==> src/rtl/wbuf_pkg.sv <==
package wbuf_pkg;
  // strobes from control to datapath for one cycle
  typedef struct packed {
    logic doAlloc;   // write store into a fresh entry at allocIdx
    logic doMerge;   // fold store into the matching entry
    logic doPop;     // oldest entry left for memory
    logic rdToMem;   // read miss owns the memory port
  } wbCtrl_t;
endpackage

==> src/rtl/wbuf_data.sv <==
module wbuf_data
  import wbuf_pkg::*;
#(
  parameter int DEPTH  = 4,
  parameter int WORDS  = 4,
  parameter int DATA_W = 32,
  parameter int ADDR_W = 16,
  localparam int IDX_W  = $clog2(DEPTH),
  localparam int OFF_W  = $clog2(WORDS),
  localparam int BLK_W  = ADDR_W - OFF_W,
  localparam int LINE_W = WORDS * DATA_W
) (
  input  logic              clk,
  input  logic              rstN,
  input  wbCtrl_t           ctl,
  input  logic [IDX_W-1:0]  allocIdx,
  input  logic [IDX_W-1:0]  popIdx,
  input  logic [ADDR_W-1:0] stAddr,
  input  logic [DATA_W-1:0] stData,
  input  logic [ADDR_W-1:0] rdAddr,
  output logic              stMatch,
  output logic [IDX_W-1:0]  stMatchIdx,
  output logic              rdFwd,
  output logic [DATA_W-1:0] rdFwdData,
  output logic [BLK_W-1:0]  headBlk,
  output logic [LINE_W-1:0] headData,
  output logic [WORDS-1:0]  headMask,
  output logic [DEPTH-1:0]  entValid
);
  logic [BLK_W-1:0]             entBlk  [DEPTH];
  logic [WORDS-1:0]             entMask [DEPTH];
  logic [WORDS-1:0][DATA_W-1:0] entData [DEPTH];

  logic [BLK_W-1:0] stBlk, rdBlk;
  logic [OFF_W-1:0] stWord, rdWord;
  assign stBlk  = stAddr[ADDR_W-1:OFF_W];
  assign stWord = stAddr[OFF_W-1:0];
  assign rdBlk  = rdAddr[ADDR_W-1:OFF_W];
  assign rdWord = rdAddr[OFF_W-1:0];

  logic [DEPTH-1:0] stHitVec, rdHitVec;
  for (genvar g = 0; g < DEPTH; g++) begin : gCmp
    assign stHitVec[g] = entValid[g] && (entBlk[g] == stBlk);
    assign rdHitVec[g] = entValid[g] && (entBlk[g] == rdBlk) && entMask[g][rdWord];
  end

  logic [IDX_W-1:0] rdSel;
  always_comb begin
    stMatchIdx = '0;
    rdSel      = '0;
    for (int i = 0; i < DEPTH; i++) begin
      if (stHitVec[i]) stMatchIdx = IDX_W'(i);
      if (rdHitVec[i]) rdSel      = IDX_W'(i);
    end
  end

  assign stMatch   = |stHitVec;
  assign rdFwd     = |rdHitVec;
  assign rdFwdData = entData[rdSel][rdWord];
  assign headBlk   = entBlk[popIdx];
  assign headData  = entData[popIdx];
  assign headMask  = entMask[popIdx];

  // a fresh entry: only the stored word is set, the rest are zero
  logic [WORDS-1:0][DATA_W-1:0] freshLine;
  logic [WORDS-1:0]             freshMask;
  always_comb begin
    freshLine         = '0;
    freshLine[stWord] = stData;
    freshMask         = '0;
    freshMask[stWord] = 1'b1;
  end

  always_ff @(posedge clk or negedge rstN) begin
    if (!rstN) begin
      entValid <= '0;
      for (int i = 0; i < DEPTH; i++) begin
        entBlk[i]  <= '0;
        entMask[i] <= '0;
        entData[i] <= '0;
      end
    end else begin
      if (ctl.doPop) begin
        entValid[popIdx] <= 1'b0;
        entMask[popIdx]  <= '0;
      end
      if (ctl.doMerge) begin
        entData[stMatchIdx][stWord] <= stData;
        entMask[stMatchIdx][stWord] <= 1'b1;
      end
      // alloc after pop: on a full queue the freed slot is reused at once
      if (ctl.doAlloc) begin
        entValid[allocIdx] <= 1'b1;
        entBlk[allocIdx]   <= stBlk;
        entData[allocIdx]  <= freshLine;
        entMask[allocIdx]  <= freshMask;
      end
    end
  end
endmodule

==> src/rtl/wbuf_ctrl.sv <==
module wbuf_ctrl
  import wbuf_pkg::*;
#(
  parameter int DEPTH = 4,
  localparam int IDX_W = $clog2(DEPTH),
  localparam int CNT_W = $clog2(DEPTH + 1)
) (
  input  logic             clk,
  input  logic             rstN,
  input  logic             stValid,
  input  logic             stMatch,
  input  logic [IDX_W-1:0] stMatchIdx,
  input  logic             rdValid,
  input  logic             rdFwd,
  input  logic             memGnt,
  output wbCtrl_t          ctl,
  output logic [IDX_W-1:0] allocIdx,
  output logic [IDX_W-1:0] popIdx,
  output logic             stReady,
  output logic             memReq,
  output logic             memWrite,
  output logic [CNT_W-1:0] occCount
);
  logic [IDX_W-1:0] headQ, tailQ;
  logic [CNT_W-1:0] cntQ;

  function automatic logic [IDX_W-1:0] bump(input logic [IDX_W-1:0] p);
    return (p == IDX_W'(DEPTH - 1)) ? '0 : p + IDX_W'(1);
  endfunction

  logic rdToMem, haveData, drainGo, mergeOk, spaceOk;
  always_comb begin
    rdToMem  = rdValid && !rdFwd;
    haveData = (cntQ != '0);
    memReq   = rdToMem || haveData;
    memWrite = !rdToMem && haveData;
    drainGo  = memWrite && memGnt;
    // the head cannot take a merge in the cycle it is handed to memory
    mergeOk  = stMatch && !(drainGo && (stMatchIdx == headQ));
    spaceOk  = (cntQ < CNT_W'(DEPTH)) || drainGo;
    stReady  = mergeOk || spaceOk;
    ctl.doMerge = stValid && mergeOk;
    ctl.doAlloc = stValid && !mergeOk && spaceOk;
    ctl.doPop   = drainGo;
    ctl.rdToMem = rdToMem;
  end

  assign allocIdx = tailQ;
  assign popIdx   = headQ;
  assign occCount = cntQ;

  always_ff @(posedge clk or negedge rstN) begin
    if (!rstN) begin
      headQ <= '0;
      tailQ <= '0;
      cntQ  <= '0;
    end else begin
      if (ctl.doPop)   headQ <= bump(headQ);
      if (ctl.doAlloc) tailQ <= bump(tailQ);
      case ({ctl.doAlloc, ctl.doPop})
        2'b10:   cntQ <= cntQ + CNT_W'(1);
        2'b01:   cntQ <= cntQ - CNT_W'(1);
        default: cntQ <= cntQ;
      endcase
    end
  end
endmodule

==> src/rtl/merge_write_buffer.sv <==
module merge_write_buffer
  import wbuf_pkg::*;
#(
  parameter int DEPTH  = 4,
  parameter int WORDS  = 4,
  parameter int DATA_W = 32,
  parameter int ADDR_W = 16
) (
  input  logic                    clk,
  input  logic                    rstN,
  input  logic                    stValid,
  output logic                    stReady,
  input  logic [ADDR_W-1:0]       stAddr,
  input  logic [DATA_W-1:0]       stData,
  input  logic                    rdValid,
  input  logic [ADDR_W-1:0]       rdAddr,
  output logic                    rdFwd,
  output logic [DATA_W-1:0]       rdFwdData,
  output logic                    memReq,
  output logic                    memWrite,
  output logic [ADDR_W-1:0]       memAddr,
  output logic [WORDS*DATA_W-1:0] memWData,
  output logic [WORDS-1:0]        memMask,
  input  logic                    memGnt
);
  localparam int IDX_W = $clog2(DEPTH);
  localparam int CNT_W = $clog2(DEPTH + 1);
  localparam int OFF_W = $clog2(WORDS);
  localparam int BLK_W = ADDR_W - OFF_W;

  wbCtrl_t                 ctl;
  logic [IDX_W-1:0]        allocIdx, popIdx, stMatchIdx;
  logic                    stMatch;
  logic [BLK_W-1:0]        headBlk;
  logic [WORDS*DATA_W-1:0] headData;
  logic [WORDS-1:0]        headMask;
  logic [DEPTH-1:0]        entValid;
  logic [CNT_W-1:0]        occCount;

  wbuf_ctrl #(.DEPTH(DEPTH)) u_ctrl (
    .clk(clk), .rstN(rstN), .stValid(stValid), .stMatch(stMatch),
    .stMatchIdx(stMatchIdx), .rdValid(rdValid), .rdFwd(rdFwd), .memGnt(memGnt),
    .ctl(ctl), .allocIdx(allocIdx), .popIdx(popIdx), .stReady(stReady),
    .memReq(memReq), .memWrite(memWrite), .occCount(occCount)
  );

  wbuf_data #(.DEPTH(DEPTH), .WORDS(WORDS), .DATA_W(DATA_W), .ADDR_W(ADDR_W)) u_data (
    .clk(clk), .rstN(rstN), .ctl(ctl), .allocIdx(allocIdx), .popIdx(popIdx),
    .stAddr(stAddr), .stData(stData), .rdAddr(rdAddr),
    .stMatch(stMatch), .stMatchIdx(stMatchIdx), .rdFwd(rdFwd), .rdFwdData(rdFwdData),
    .headBlk(headBlk), .headData(headData), .headMask(headMask), .entValid(entValid)
  );

  assign memAddr  = ctl.rdToMem ? rdAddr : {headBlk, {OFF_W{1'b0}}};
  assign memWData = headData;
  assign memMask  = memWrite ? headMask : '0;
endmodule

==> config.mk <==
export PLATFORM = sky130hd
export DESIGN_NAME = merge_write_buffer
export DESIGN_NICKNAME = d
export VERILOG_FILES = /design/src/rtl/wbuf_pkg.sv /design/src/rtl/wbuf_data.sv /design/src/rtl/wbuf_ctrl.sv /design/src/rtl/merge_write_buffer.sv
export SDC_FILE = /design/constraint.sdc
export NUM_CORES = 2
export LEC_CHECK = 0
export ABC_CLOCK_PERIOD_IN_PS = 3050
export CAP_MARGIN = 20
export CORE_UTILIZATION = 41
export CTS_BUF_LIST = sky130_fd_sc_hd__clkbuf_8
export CTS_CLUSTER_SIZE = 20
export DETAILED_ROUTE_END_ITERATION = 10
export SYNTH_ARGS = -nofsm -noshare
export SYNTH_HDL_FRONTEND = slang
export SYNTH_SLANG_ARGS = --single-unit
==> constraint.sdc <==
create_clock -name clk -period 3.05 [get_ports clk]
set_input_delay 0.4575 -clock clk [delete_from_list [all_inputs] [get_ports clk]]
set_output_delay 0.4575 -clock clk [all_outputs]
set_load 0.01 [all_outputs]
==> flow_summary.yaml <==
power:
  p_int_mw: 26.05
  peakVddDrop_v: 0.0004421
  powerDensity_nw_per_um2: 945.4
  p_switching_mw: 16.24
  p_clk_share_pct: 18.8
  seqPwrFrac_pct: 33.5
  power.leakage_nw: 18.25
  power_mw: 42.29
  combPwrFrac_pct: 47.7
  p_sw_share_pct: 38.40
grt:
  grtUsageMet1_pct: 43.47
  grt_pass1_vias: 29670
  grt.total_usage_pct: 33.49
  grt_pass1_wl_um: 196900
  use_met2_pct: 51.92
  antenna_found_initial: 11
  grtUsageMet3_pct: 9.185
  busiest_layer: "met2"
  grt_max_degree: 78
  overflow: 0
clock_tree:
  clk_pin_slew_ns: 0.06
  cts.path.max_buffers: 3
  numClockSinks: 595
  cts_tree: "built"
  worstSkewPairLatency_ns: 0.76
  cts_buffers: 106
  cts_max_level: 3
  cts_root_buf: "clkbuf_8"
layout:
  instances_no_fill: 4288
  fillers: 6056
  regArea_sq_um: 14900
  syn2layout_area_growth_pct: 40.79
  nets: 3244
  layout-drive-gt1-share_pct: 38.76
  multiInputGateArea_sq_um: 17260
timing:
  hold_viol: 0
  fmax_ghz: 0.2532
  fin_hold_ws_ns: 0.3306
  drv_slew: 0
  tns_ns: -288.15
  period_minus_slack_ns: 3.949
  rsz0062_at_grt: "yes"
  slew-limit-headroom_pct: 43.63
  fin_crit_sh_pct: 129.5
  fin_ws_ns: -0.8990
  fin_worst_skew_ns: 0.06595
  tightest_slew_ns: 0.8429
  setup_viol: 755
synthesis:
  yosysWarningCount: 0
  syn_area_sq_um: 31770
  synth_seq_cells: 595
  ys.flop_type: "dfrtp_1"
  async_reset_ff_share_pct: 100.0
  syn_nets: 2765
  syn_inst: 2686
  syn_avg_cell_area_sq_um: 11.83
  synth.distinct_cells: 50
  yosysSeqAreaShare_pct: 46.86
  synth_edf_count: 0
detailed_routing:
  via_per_inst: 6.951
  drt-total-wl_um: 137700
  wire_per_inst_um: 32.12
  num_vias: 29800
  route.antenna.remaining_nets: 0
  drt_first_pass_iters: 6
  drtIter0Drc: 4051
  post-route-drc-count: 0
placed_design:
  placed_cells: 3948
  gp_congestion: 0.9224
  portBuffers: 252
  post-dp-hpwl_um: 77320
floorplan:
  chipHeight_um: 280.4
  start_util_pct: 41.63
  io_pins: 253
  fp-row-count: 101
  die_w_um: 280.4
  coreArea_sq_um: 76330
  dieArea_sq_um: 78620
setup_path:
  worstPathCellList: "xnor2_1, nand4_1, nor4_2, buf_4, nand3_4, buf_8, and2_4, buf_12, buf_8, buf_4, a31oi_4, nor3_2, a21oi_2, buf_6, buf_6"
  critical-path-top-delay-family: "buffers and inverters"
  r2r_slack_ns: -0.49
  crit_required_ns: 2.59
  cp_max_fo: 6
  arrival_ns: 3.49
  end_kind: "primary output"
  worst_path_largest_cell_delay_ns: 0.40
  cp_slowest_cell: "dfrtp_1"
  worst-path-buf-inv: 7
  start_kind: "flip-flop"
  critPathKind: "reg -> out"
status:
  outcome: "finished, violations left"
  failed_checks: "setup timing"
job:
  drv_cap: 0
min_path:
  worstHoldPathType: "in -> async"
==> worst reg2reg max path, stage by stage (launching register included) <==
cell     delay (ns)
dfrtp_1        0.41
buf_4          0.16
xnor2_2        0.15
buf_6          0.15
nand4_1        0.18
or4_4          0.62
nor4_4         0.22
o21a_2         0.18
nor2_1         0.07
o21a_4         0.25
buf_6          0.15
buf_12         0.15
a31oi_4        0.24
buf_12         0.17
buf_12         0.10
buf_16         0.14
a32o_1         0.13
==> metal layers <==
metal	wire length (um)	up-vias
li1	-	11830
met1	50690	15300
met2	63590	2198
met3	16420	470
met4	6933	16
met5	108	-
==> repair_timing <==
action                                  CTS  global route
buffers inserted                         74            22
hold buffers                              1             0
endpoints found under the setup margin  771           776
pin swaps                                78           150
cloned                                   28            25
gates resized for setup                 413           280
hold endpoints to repair                 60             0
==> cell usage in the layout (no fill, tap or decap), drive strengths merged, types with 16 or more instances in the layout <==
master / netlist / routed
a21oi: 36 / 36
a22o: 16 / 16
a31oi: 144 / 144
a32o: 512 / 512
buf: 177 / 547
clkbuf: 227 / 167
clkdlybuf4s50: 0 / 193
dfrtp: 595 / 595
inv: 10 / 42
mux2: 58 / 58
mux4: 150 / 150
nand2: 316 / 316
nand3: 16 / 16
nand4: 32 / 32
nor2: 48 / 48
nor3: 38 / 38
o221ai: 128 / 128
xnor2: 86 / 86
xor2: 29 / 29
==> synth_stat cells (2+ instances only) <==
master | n | share of area, %
nor4_1 | 11 | 0.22
o221ai_1 | 128 | 3.5
a21o_1 | 8 | 0.19
nand2_1 | 316 | 3.7
a21oi_1 | 36 | 0.57
buf_6 | 29 | 1.0
buf_1 | 55 | 0.65
ha_1 | 9 | 0.35
inv_1 | 10 | 0.12
clkbuf_1 | 227 | 2.7
buf_4 | 9 | 0.21
o21ai_0 | 2 | 0.032
mux2_2 | 58 | 2.1
nor2_1 | 48 | 0.57
or3_1 | 2 | 0.039
a32o_1 | 512 | 16
buf_2 | 84 | 1.3
and3_1 | 5 | 0.098
and2_1 | 4 | 0.079
nor2b_1 | 3 | 0.059
nor4_2 | 2 | 0.079
nand4_1 | 32 | 0.63
xor2_1 | 29 | 0.80
o21a_1 | 2 | 0.047
nor3_1 | 37 | 0.58
xnor2_1 | 86 | 2.4
a22o_1 | 16 | 0.44
nand3_1 | 16 | 0.25
mux4_2 | 150 | 11
dfrtp_1 | 595 | 47
a31oi_1 | 134 | 2.6
o311ai_0 | 4 | 0.11
a31oi_2 | 10 | 0.39
==> path summary, 6_finish.rpt <==
kind,from,end,cells past startpoint
setup / recovery,u_data.entBlk[8]$_DFFE_PN0P_,rdFwdData[1],15
hold / removal,rstN,u_data.entData[123]$_DFF_PN0_,2
setup reg to reg,u_data.entBlk[31]$_DFFE_PN0P_,u_data.entData[300]$_DFF_PN0_,16
hold reg to reg,u_data.entData[289]$_DFF_PN0_,u_data.entData[289]$_DFF_PN0_,1
max in group asynchronous,rstN,u_data.entData[258]$_DFF_PN0_,3
min in group clk,u_data.entData[289]$_DFF_PN0_,u_data.entData[289]$_DFF_PN0_,1
==> power by group through the flow <==
| stage | registers [mW] | clock network, mW | logic [mW] |
|---|---|---|---|
| 2_1_floorplan | 13.2 | 0 | 10.1 |
| 3_3_place_gp | 13.7 | 0 | 17.9 |
| 3_5_place_dp | 13.9 | 0 | 18.2 |
| 4_1_cts | 13.8 | 8.03 | 19.3 |
| 5_1_grt | 14.4 | 8.42 | 21.0 |
| 6_report | 14.2 | 7.97 | 20.2 |
==> sequential cells by signal (all words and copies together) (netlist names) <==
register / count
u_ctrl.occCount: 3
u_data.entBlk: 56
u_data.entValid: 4
u_ctrl.allocIdx: 2
u_data.entMask: 16
u_ctrl.popIdx: 2
u_data.entData: 512
==> cell families (layout without fill, tap and decap cells) <==
kind of cell / Yosys count / in the layout / share of synthesized area (%)
buf+inv: 414 / 975 / 6.013
simple gates: 486 / 486 / 6.608
mux: 209 / 209 / 12.72
compound gates: 857 / 861 / 24.21
fa+ha+maj: 10 / 10 / 0.4174
other cells: 0 / 7 / 0
xor+xnor: 115 / 115 / 3.170
flops: 595 / 595 / 46.86
==> final cells by class <==
cell class	instances	area share [%]
antenna	7	0.03916
clock buffer	147	4.523
clock inverter	47	0.5818
inverter	10	0.08391
multi-input combinational	1681	38.59
sequential	595	33.31
tap	1030	2.881
timing repair buffer	771	20.00
==> stage by stage <==
stage	utilization (%)	cell area [sq um]	worst slack, ns
6_report	58.61	44730	-0.8990
5_1_grt	58.59	44720	-0.9923
4_1_cts	56.02	42760	-0.9302
3_5_place_dp	50.03	38180	-1.301
3_3_place_gp	50.03	38180	-1.322
2_1_floorplan	-	31970	-0.09074
Note: power is estimated with default switching activity, not from simulation.
